$ cat src/rtl/dbg_bp_pkg.sv
package dbg_bp_pkg;

  localparam logic [1:0] RW_EXEC   = 2'b00;
  localparam logic [1:0] RW_RDWR   = 2'b11;
  localparam logic [1:0] LEN_BYTE1 = 2'b00;

  typedef struct packed {
    logic [1:0] len;
    logic [1:0] rw;
  } bp_nib_t;

  // Non-monotonic length code: 00->1, 01->2, 10->8, 11->4
  function automatic logic [3:0] len_bytes(input logic [1:0] code);
    case (code)
      2'b00:   return 4'd1;
      2'b01:   return 4'd2;
      2'b10:   return 4'd8;
      default: return 4'd4;
    endcase
  endfunction

  // Half-open range overlap with one spare bit so sums never wrap
  function automatic logic span_overlap(input logic [64:0] a_lo, input logic [64:0] a_n,
                                        input logic [64:0] b_lo, input logic [64:0] b_n);
    return (a_lo < (b_lo + b_n)) && ((a_lo + a_n) > b_lo);
  endfunction

  function automatic logic data_type_ok(input logic is_write, input logic [1:0] rw);
    return is_write ? rw[0] : (rw == RW_RDWR);
  endfunction

endpackage

$ cat src/rtl/bp_slot_eval.sv
module bp_slot_eval
  import dbg_bp_pkg::*;
#(
  parameter int AW        = 32,
  parameter int SW        = 4,
  parameter int PAGE_BITS = 12
) (
  input  logic          is_data,
  input  logic          is_write,
  input  logic [AW-1:0] acc_addr,
  input  logic [SW-1:0] acc_size,
  input  bp_nib_t       nib,
  input  logic [AW-1:0] slot_addr,
  output logic          qual_match,
  output logic          page_near
);

  logic exec_ok;
  logic data_ok;
  logic in_range;
  logic same_page;

  always_comb begin
    exec_ok    = (nib.rw == RW_EXEC) && (nib.len == LEN_BYTE1);
    data_ok    = data_type_ok(is_write, nib.rw);
    in_range   = span_overlap(65'(acc_addr), 65'(acc_size), 65'(slot_addr), 65'(len_bytes(nib.len)));
    same_page  = (acc_addr[AW-1:PAGE_BITS] == slot_addr[AW-1:PAGE_BITS]);
    qual_match = is_data ? (data_ok && in_range) : (exec_ok && (slot_addr == acc_addr));
    page_near  = is_data && data_ok && same_page;
  end

endmodule

$ cat src/rtl/bp_result_reg.sv
module bp_result_reg #(
  parameter int NBP = 4
) (
  input  logic           clk,
  input  logic           rst_n,
  input  logic           req_valid,
  input  logic           guest_fire,
  input  logic           host_fire,
  input  logic           silent_fire,
  input  logic           page_fire,
  input  logic [NBP-1:0] report_mask,
  output logic           guest_hit,
  output logic           host_hit,
  output logic [NBP-1:0] bp_status,
  output logic           gd_clear,
  output logic           silent_hit,
  output logic           page_hit
);

  logic status_load;
  assign status_load = req_valid && guest_fire && !silent_fire;

  always_ff @(posedge clk or negedge rst_n) begin
    if (!rst_n) begin
      guest_hit  <= 1'b0;
      host_hit   <= 1'b0;
      gd_clear   <= 1'b0;
      silent_hit <= 1'b0;
      page_hit   <= 1'b0;
      bp_status  <= '0;
    end else begin
      guest_hit  <= req_valid && guest_fire;
      host_hit   <= req_valid && host_fire;
      gd_clear   <= status_load;
      silent_hit <= req_valid && silent_fire;
      page_hit   <= req_valid && page_fire;
      if (status_load) bp_status <= report_mask;
    end
  end

endmodule

$ cat src/rtl/dbg_bp_match.sv
module dbg_bp_match
  import dbg_bp_pkg::*;
#(
  parameter int AW        = 32,
  parameter int SW        = 4,
  parameter int NBP       = 4,
  parameter int HN        = 2,
  parameter int PAGE_BITS = 12
) (
  input  logic              clk,
  input  logic              rst_n,
  input  logic              req_valid,
  input  logic              req_data,
  input  logic              req_write,
  input  logic [AW-1:0]     req_addr,
  input  logic [SW-1:0]     req_size,
  input  logic              resume_flag,
  input  logic              sys_access,
  input  logic              vendor_alt,
  input  logic [2*NBP-1:0]  bp_enables,
  input  logic [4*NBP-1:0]  bp_cfg,
  input  logic [NBP*AW-1:0] bp_addrs,
  input  logic [HN-1:0]     host_valid,
  input  logic [4*HN-1:0]   host_cfg,
  input  logic [HN*AW-1:0]  host_addrs,
  output logic              guest_hit,
  output logic              host_hit,
  output logic [NBP-1:0]    bp_status,
  output logic              gd_clear,
  output logic              silent_hit,
  output logic              page_hit
);

  logic [NBP-1:0] slot_en;
  logic [NBP-1:0] slot_match;
  logic [NBP-1:0] slot_page;
  logic [HN-1:0]  host_match;
  logic [HN-1:0]  host_page;

  // Named internal events
  logic           host_fire;
  logic           guest_active;
  logic           guest_fire;
  logic           silent_fire;
  logic           page_fire;
  logic [NBP-1:0] report_mask;

  for (genvar g = 0; g < NBP; g++) begin : g_guest
    assign slot_en[g] = bp_enables[2*g] | bp_enables[2*g+1];
    bp_slot_eval #(.AW(AW), .SW(SW), .PAGE_BITS(PAGE_BITS)) u_slot (
      .is_data    (req_data),
      .is_write   (req_write),
      .acc_addr   (req_addr),
      .acc_size   (req_size),
      .nib        (bp_nib_t'(bp_cfg[4*g +: 4])),
      .slot_addr  (bp_addrs[g*AW +: AW]),
      .qual_match (slot_match[g]),
      .page_near  (slot_page[g])
    );
  end

  for (genvar h = 0; h < HN; h++) begin : g_host
    bp_slot_eval #(.AW(AW), .SW(SW), .PAGE_BITS(PAGE_BITS)) u_slot (
      .is_data    (req_data),
      .is_write   (req_write),
      .acc_addr   (req_addr),
      .acc_size   (req_size),
      .nib        (bp_nib_t'(host_cfg[4*h +: 4])),
      .slot_addr  (host_addrs[h*AW +: AW]),
      .qual_match (host_match[h]),
      .page_near  (host_page[h])
    );
  end

  always_comb begin
    host_fire    = |(host_valid & host_match);
    guest_active = !resume_flag && !host_fire;
    guest_fire   = guest_active && |(slot_en & slot_match);
    report_mask  = vendor_alt ? slot_match : (slot_match & slot_en);
    silent_fire  = guest_fire && vendor_alt && sys_access && req_data;
    page_fire    = |(host_valid & host_page) || (!resume_flag && |(slot_en & slot_page));
  end

  bp_result_reg #(.NBP(NBP)) u_result (
    .clk         (clk),
    .rst_n       (rst_n),
    .req_valid   (req_valid),
    .guest_fire  (guest_fire),
    .host_fire   (host_fire),
    .silent_fire (silent_fire),
    .page_fire   (page_fire),
    .report_mask (report_mask),
    .guest_hit   (guest_hit),
    .host_hit    (host_hit),
    .bp_status   (bp_status),
    .gd_clear    (gd_clear),
    .silent_hit  (silent_hit),
    .page_hit    (page_hit)
  );

endmodule

$ cat config.mk
export PLATFORM = sky130hd
export DESIGN_NAME = dbg_bp_match
export DESIGN_NICKNAME = d
export VERILOG_FILES = /design/src/rtl/dbg_bp_pkg.sv /design/src/rtl/bp_slot_eval.sv /design/src/rtl/bp_result_reg.sv /design/src/rtl/dbg_bp_match.sv
export SDC_FILE = /design/constraint.sdc
export NUM_CORES = 1
export LEC_CHECK = 0
export ABC_AREA = 1
export BUFFER_PORTS_ARGS = -buffer_cell sky130_fd_sc_hd__buf_2
export CAP_MARGIN = 20
export CORE_MARGIN = 2
export CORE_UTILIZATION = 45
export CTS_BUF_LIST = sky130_fd_sc_hd__clkbuf_8 sky130_fd_sc_hd__clkbuf_16
export DETAILED_ROUTE_END_ITERATION = 10
export HOLD_SLACK_MARGIN = 0.03
export PLACE_DENSITY = 0.66
export SKIP_LAST_GASP = 1
export SYNTH_ARGS = -nofsm -noshare
export SYNTH_HDL_FRONTEND = slang
export SYNTH_SLANG_ARGS = --single-unit
$ cat constraint.sdc
create_clock -name clk -period 0.8 [get_ports clk]
set_clock_uncertainty 0.1 [all_clocks]
set_input_delay 0.08 -clock clk [delete_from_list [all_inputs] [get_ports clk]]
set_output_delay 0.08 -clock clk [all_outputs]
set_load 0.01 [all_outputs]
==> reports/qor.yml, run 1 <==
drt:
  vias: 24500
  wl_per_cell_um: 19.2
  first_iter_violations: 2466
  drc: 0
  drt_first_pass_iters: 6
  antenna_left: 0
  wl_um: 88200
  post_drt_via_cell_ratio: 5.34
worst_hold_path:
  hp-class: "in2reg"
  holdPathEnd: "u_result.page_hit$_DFF_PN0_"
  hold_start: "req_valid"
  min_path_cells: 4
clock_tree:
  cts.reportedPaths.clkPinSlew_ns: 0.04
  cts-root-buf: "clkbuf_16"
  cts_sinks: 9
  cts_buffers: 3
  clock_latency_ns: 0.24
  clk_path_buf_depth: 2
  tritoncts: "built"
  htree_num_levels: 1
critical_path:
  endpoint_kind: "flop"
  r2r-start: "u_result.bp_status[2]$_DFFE_PN0P_"
  r2r_setup_slack_ns: -0.05
  crit_type: "in2reg"
  crit_required_ns: 0.83
  cpMaxStageDelayCell: "fa_2"
  r2r-end: "u_result.bp_status[2]$_DFFE_PN0P_"
  reg2reg_depth: 3
  worstPathArrival_ns: 4.04
  crit_path_start_kind: "primary input"
  cp_common_cell: "nand2_1"
  slowest_delay_ns: 0.40
  worstPathMaxFanout: 6
run:
  max_cap_viol_count: 0
yosys:
  syn_nets: 3645
  synthCells: 2962
  synth_async_sr_flop_share: 1.00
  synth.distinct_cells: 50
  ys_seq_elements: 9
  ys_seq_area_frac: 0.0124
  synth_edf_count: 0
  synth_ff_type: "dfrtp_1"
  avgSynthCellArea_um2: 6.11
  yosys.area.top_type: "ha_1"
  netlist_area_mm2: 0.0181
  ys_warn_count: 0
  ys_top_cells_by_area: "ha_1 (28%), nand2_1 (14%), xor2_1 (12%), inv_1 (8.9%), nor2_1 (7.3%)"
  synth_top_area_frac: 0.281
final_layout:
  instances_no_fill: 4585
  post_route_cells_drive_above_1_share: 0.331
  diodes: 0
  syn_to_final_growth_pct: 51.6
  filler_cell_count: 3636
  fin_area_mm2: 0.0275
  nNetsFinal: 4744
pwr:
  p_per_area_mw_per_mm2: 594
  p_leak_nw: 15.2
  irDropWorstVdd_uv: 544
timing:
  hold_viol_final: 0
  fin_crit_sh: 5.02
  min_period_ns: 4.02
  report.final.slew_viol_count: 0
  slew-limit-headroom: 0.501
  fmax_mhz: 249
  finalWorstSetupSlack_ns: -3.22
  rsz0062_at_grt: "true"
  max_slew.worst_pin.slew_ns: 0.745
  setup_viol: 18
grt:
  grt_pass1_wl_um: 131000
  grt_pass1_vias: 23500
  grt_overflow_total: 0
  antenna_found_initial: 0
  track_usage: 0.406
  grt_start_max_net_pins: 15
placement:
  placed_area_mm2: 0.0262
  dpl.cell_count: 4543
  numPortBuffers: 278
  gp_congestion: 1.05
  dp_hpwl_um: 76800
floorplanning:
  die_x_um: 205
  rows: 73
  initial_utilization: 0.456
  die_height_um: 205
  die-area_mm2: 0.0419
  pin_count: 279
  core_area_mm2: 0.0397
status:
  failed_checks: "setup timing"
  status: "complete, but fails checks"
report_power, final:
part / internal (mW) / switching, mW / total, mW
clock: 0.660 / 0.241 / 0.901
combinational: 6.55 / 8.37 / 14.9
sequential: 0.476 / 0.0133 / 0.490
total: 7.69 / 8.62 / 16.3
critical path: cells and delay by family:
kind	cells	cell delay (ns)
buffers and inverters	9	0.95
adder cells (fa/ha/maj)	2	0.69
AND/OR/NAND/NOR	15	1.72
XOR/XNOR	1	0.23
AO/OA/AOI/OAI	4	0.37
worst max-delay path by stage:
| stage | endpoint | cells after the start | start | slack (ns) |
|---|---|---|---|---|
| 4_1_cts | u_result.bp_status[3]$_DFFE_PN0P_ | 31 | req_addr[2] | -3.03 |
| 3_5_place_dp | u_result.bp_status[0]$_DFFE_PN0P_ | 30 | req_addr[2] | -3.59 |
| 6_report | u_result.bp_status[2]$_DFFE_PN0P_ | 31 | req_addr[1] | -3.22 |
| 3_3_place_gp | u_result.host_hit$_DFF_PN0_ | 24 | host_cfg[3] | -3.45 |
| 2_1_floorplan | u_result.bp_status[0]$_DFFE_PN0P_ | 28 | req_size[2] | -2.64 |
| 5_1_grt | u_result.bp_status[2]$_DFFE_PN0P_ | 32 | bp_cfg[10] | -3.41 |
synthesized netlist by cell type (9+ instances only):
library cell	count
xnor2_1	36
buf_4	18
nor3_1	93
o21ai_0	58
a21o_1	13
xor2_1	255
a21oi_1	174
inv_1	428
nor2_1	350
nand3_1	134
o21a_1	10
nand2_1	697
ha_1	406
nor4_1	44
dfrtp_1	9
nand4_1	78
o22ai_1	30
a221oi_1	14
placed cells by master (no fill, tap or decap), types with 10 or more instances in the layout:
cell type / synthesis / layout
inv_2: 1 / 15
o22ai_1: 30 / 30
o21a_1: 10 / 10
ha_4: 0 / 17
a221oi_1: 14 / 13
nor3_2: 1 / 14
a21o_1: 13 / 13
nor2_4: 4 / 13
xor2_1: 255 / 245
xnor2_1: 36 / 35
nor4_1: 44 / 35
a21oi_1: 174 / 169
buf_4: 18 / 833
nor2_1: 350 / 316
buf_2: 5 / 272
nor2_2: 8 / 33
nand3_2: 3 / 14
nand3_1: 134 / 120
nand2_1: 697 / 667
nand2_2: 7 / 33
buf_6: 8 / 14
o21ai_0: 58 / 55
nor3_1: 93 / 77
nand4_1: 78 / 78
ha_1: 406 / 389
inv_1: 428 / 409
area by class of cell:
| class | instances | area, um^2 | share of cell area |
|---|---|---|---|
| multi-input combinational | 2485 | 16900 | 0.616 |
| sequential | 9 | 225 | 0.00820 |
| tap | 525 | 657 | 0.0239 |
| clock buffer | 3 | 75.1 | 0.00273 |
| clock inverter | 1 | 5.00 | 0.000182 |
| inverter | 433 | 1650 | 0.0601 |
| timing repair buffer | 1129 | 7940 | 0.289 |
logic make-up after synthesis:
family,after synthesis,synth area share
compound gates,325,0.102
xor+xnor,291,0.141
fa+ha+maj,413,0.288
buf+inv,468,0.105
flops,9,0.0124
simple gates,1456,0.352
metrics by stage:
| stage | hold WS (ns) | setup TNS, ns | utilization | total power, mW | setup slack, ns |
|---|---|---|---|---|---|
| after floorplan | -0.316 | -20.86 | - | 7.46 | -2.64 |
| after global placement | -0.164 | -29.16 | 0.659 | 13.9 | -3.45 |
| after detailed placement | -0.158 | -29.89 | 0.659 | 14.4 | -3.59 |
| after CTS | 0.123 | -25.87 | 0.679 | 15.7 | -3.03 |
| after global routing | 0.148 | -29.15 | 0.691 | 17.7 | -3.41 |
| final | 0.154 | -27.38 | 0.691 | 16.3 | -3.22 |
sequential cells by signal, indices dropped and copies added, names as in the netlist:
signal / flops
u_result.silent_hit: 1
u_result.bp_status: 4
u_result.guest_hit: 1
u_result.host_hit: 1
u_result.page_hit: 1
u_result.gd_clear: 1
timing repair:
| item | 4_1_cts | 5_1_grt |
|---|---|---|
| endpoints found under the hold margin | 9 | 0 |
| resized for setup | 113 | 79 |
| setup endpoints to repair | 18 | 18 |
| buffers inserted | 21 | 17 |
| pin swaps | 54 | 72 |
| hold buffers | 1 | 0 |
per-layer routing:
metal	GRT usage	part of all wire	vias to the layer above
met4	0.136	0.043	0
met5	0	0	-
met1	0.549	0.43	11200
li1	-	-	12000
met2	0.668	0.44	1115
met3	0.0442	0.085	225
Note: power is estimated with default switching activity, not from simulation.
==> run 2, diff against run 1 <==
ABC_AREA = default   (was 1)
==> run 2 against run 1 <==
  * The flow still finishes with violations (setup timing)
  * Sequential cell count unchanged
  * Worst setup slack worse by 0.36 ns
  * Global-route usage shrank 2.1 points
  * Hold slack got worse by 0.15 ns
  * Die area fell by 9.1%
  * Largest power group unchanged
  * Synthesized cell count is 26% lower
  * Critical endpoint is now u_result.bp_status[1]$_DFFE_PN0P_
  * First-iteration DRC count shrank 36%
  * Via count shrank 16%
  * Cell count decreased by 21%
  * Power is 3.6% lower
  * Clock power down 3.0%
  * Critical path depth down 10
==> reports/qor.yml, run 2 <==
critical_path:
  crit_required_ns: 0.82
  crit_path_start: "bp_cfg[6]"
  r2r-start: "u_result.bp_status[1]$_DFFE_PN0P_"
  endpoint_kind: "flop"
  crit_family: "compound AO/OA/AOI/OAI gates"
  slowest_delay_ns: 0.51
  crit_chain: "buf_6 > buf_6 > nor2_4 > ha_4 > fa_2 > a21o_1 > a21oi_2 > or4_4 > nor2_4 > nand4_1 > xnor2_1 > ha_1 > a211oi_2 > o21bai_2 > nor4_2 > nand4_1 > a211o_1 > a31o_1 > o221ai_4 > o21ai_4 > mux2_4"
  worstPathArrival_ns: 4.39
  crit_path_start_kind: "primary input"
  cpMaxStageDelayCell: "or4_4"
  worstPathMaxFanout: 4
  crit_type: "in2reg"
  crit_buf_inv: 2
yosys:
  synth_edf_count: 0
  ys_seq_area_frac: 0.0137
  synth.distinct_cells: 92
  synth_most_common_cell: "ha_1"
  netlist_area_mm2: 0.0164
  yosys-top-cells-count: "ha_1 (406), xnor2_1 (337), inv_1 (206), a21oi_1 (135), nand4_1 (127)"
  synth_top_area_frac: 0.309
  synth_ff_type: "dfrtp_1"
  synth_async_sr_flop_share: 1.00
  syn_nets: 2865
  synthCells: 2182
  ys_top_cells_by_area: "ha_1 (31%), xnor2_1 (18%), nand4_1 (4.8%), inv_1 (4.7%), a21oi_1 (4.1%)"
  yosys.area.top_type: "ha_1"
  ys_seq_elements: 9
  ys_warn_count: 0
  avgSynthCellArea_um2: 7.53
placement:
  dp_hpwl_um: 65300
  gp_congestion: 1.03
  dpl.cell_count: 3572
  numPortBuffers: 278
drt:
  first_iter_violations: 1577
  wl_per_cell_um: 21.0
  antenna_left: 0
  drt_first_pass_iters: 5
  wl_um: 76300
  drc: 0
  post_drt_via_cell_ratio: 5.70
  vias: 20700
pwr:
  p_leak_nw: 12.6
  seqPwrFrac: 0.033
  p_clk_frac: 0.056
  p_int_mw: 8.01
  p_sw_mw: 7.71
  p_per_area_mw_per_mm2: 623
  comb_power_share: 0.911
  irDropWorstVdd_uv: 529
  swShare: 0.491
run:
  max_cap_viol_count: 0
final_layout:
  filler_cell_count: 3058
  nNetsFinal: 3852
  syn_to_final_growth_pct: 53.5
  final_common_cell: "buf_4"
  instances_no_fill: 3631
  largest_register_ffs: 4
  top_register: "u_result.bp_status"
  post_route_cells_drive_above_1_share: 0.386
  layout_common_cells: "buf_4 (721), ha_1 (395), xnor2_1 (316)"
  utilization: 0.706
clock_tree:
  cts_buffers: 3
  cts-root-buf: "clkbuf_16"
  htree_num_levels: 1
  clock_latency_ns: 0.23
  cts_sinks: 9
  cts.reportedPaths.clkPinSlew_ns: 0.04
  ctsHoldBuffers: 1
  tritoncts: "built"
  clk_path_buf_depth: 2
timing:
  max_slew.worst_pin.slew_ns: 0.824
  report.final.slew_viol_count: 0
  totalNegativeSetupSlack_ns: -30.62
  rsz0062_at_grt: "true"
  min_period_ns: 4.38
  fmax_mhz: 228
  fin_crit_sh: 5.47
  finalWorstSetupSlack_ns: -3.58
  setup_viol: 18
  slew-limit-headroom: 0.446
  hold_viol_final: 0
grt:
  antenna_found_initial: 1
  grt_start_max_net_pins: 17
  grt_pass1_vias: 20600
  grt_pass1_wl_um: 115000
  grt_overflow_total: 0
  track_usage: 0.385
floorplanning:
  core_area_mm2: 0.0357
  die_height_um: 195
  die-area_mm2: 0.0381
  die_x_um: 195
  pin_count: 279
  rows: 69
  initial_utilization: 0.460
worst_hold_path:
  hold_start: "req_valid"
  hp-class: "in2reg"
status:
  failed_checks: "setup timing"
  status: "complete, but fails checks"
-- run 2: cell types whose count changed after synthesis, sizes merged, moves of 43 or more --
cell	change
a21oi	-43
xor2	-190
xnor2	+301
nor2	-253
inv	-210
nand2	-593
nand4	+50
-- run 2: repair_timing --
| item | CTS | global route |
|---|---|---|
| setup endpoints to repair | 18 | 18 |
| resized for setup | 112 | 82 |
| pin swaps | 42 | 52 |
| hold endpoints to repair | 11 | 2 |
| buffers inserted | 33 | 20 |
-- run 2: cell type report --
cell class,count,area [um^2],area share
Clock inverter,1,3.75,0.000149
Inverter,220,826,0.0327
Timing Repair Buffer,1027,7240,0.287
Antenna cell,2,5.00,0.000198
Tap cell,461,577,0.0229
Clock buffer,3,75.1,0.00298
Multi-Input combinational cell,1908,16300,0.645
Sequential cell,9,225,0.00893
-- run 2: path summary, 6_finish.rpt --
kind                       slack [ns]                                end  depth (start not counted)
min in group asynchronous        0.13        u_result.host_hit$_DFF_PN0_                          2
hold reg to reg                  0.47  u_result.bp_status[3]$_DFFE_PN0P_                          2
max in group asynchronous        0.28  u_result.bp_status[1]$_DFFE_PN0P_                          2
setup / recovery                -3.58  u_result.bp_status[1]$_DFFE_PN0P_                         21
setup reg to reg                -0.20  u_result.bp_status[1]$_DFFE_PN0P_                          2
hold / removal                  0.005        u_result.host_hit$_DFF_PN0_                          2
-- run 2: cells by family (layout without fill, tap and decap cells) --
kind of cell / Yosys count / in the layout / share of synthesized area
AND/OR/NAND/NOR: 706 / 706 / 0.234
flip-flops: 9 / 9 / 0.0137
adder cells (fa/ha/maj): 413 / 413 / 0.318
XOR/XNOR: 402 / 402 / 0.214
buffers and inverters: 265 / 1251 / 0.0642
other: 0 / 2 / 0
AO/OA/AOI/OAI: 383 / 383 / 0.153
multiplexers: 4 / 4 / 0.00335
-- run 2: routing by layer --
layer,GRT usage,vias to the layer above,wire [um]
met5,0,-,0
met4,0.154,0,3840
met3,0.0240,191,4920
met2,0.661,894,34600
met1,0.503,9686,32900
li1,-,9923,-
-- run 2: power by group through the flow --
stage / logic [mW] / registers (mW) / clock network (mW)
after global routing: 15.5 / 0.525 / 0.911
after CTS: 13.7 / 0.524 / 0.866
final: 14.3 / 0.526 / 0.874
after floorplan: 6.62 / 0.536 / 0
after detailed placement: 13.1 / 0.529 / 0
after global placement: 12.8 / 0.527 / 0
-- run 2: stage by stage --
step           cell area [um^2]  power [mW]  setup slack (ns)  hold slack [ns]
3_5_place_dp              23700        13.7             -4.01           -0.159
5_1_grt                   25200        17.0             -3.72           0.0247
2_1_floorplan             16900        7.16             -3.12           -0.316
3_3_place_gp              23700        13.3             -4.00           -0.163
6_report                  25200        15.7             -3.58          0.00509
4_1_cts                   24600        15.0             -3.46          0.00210
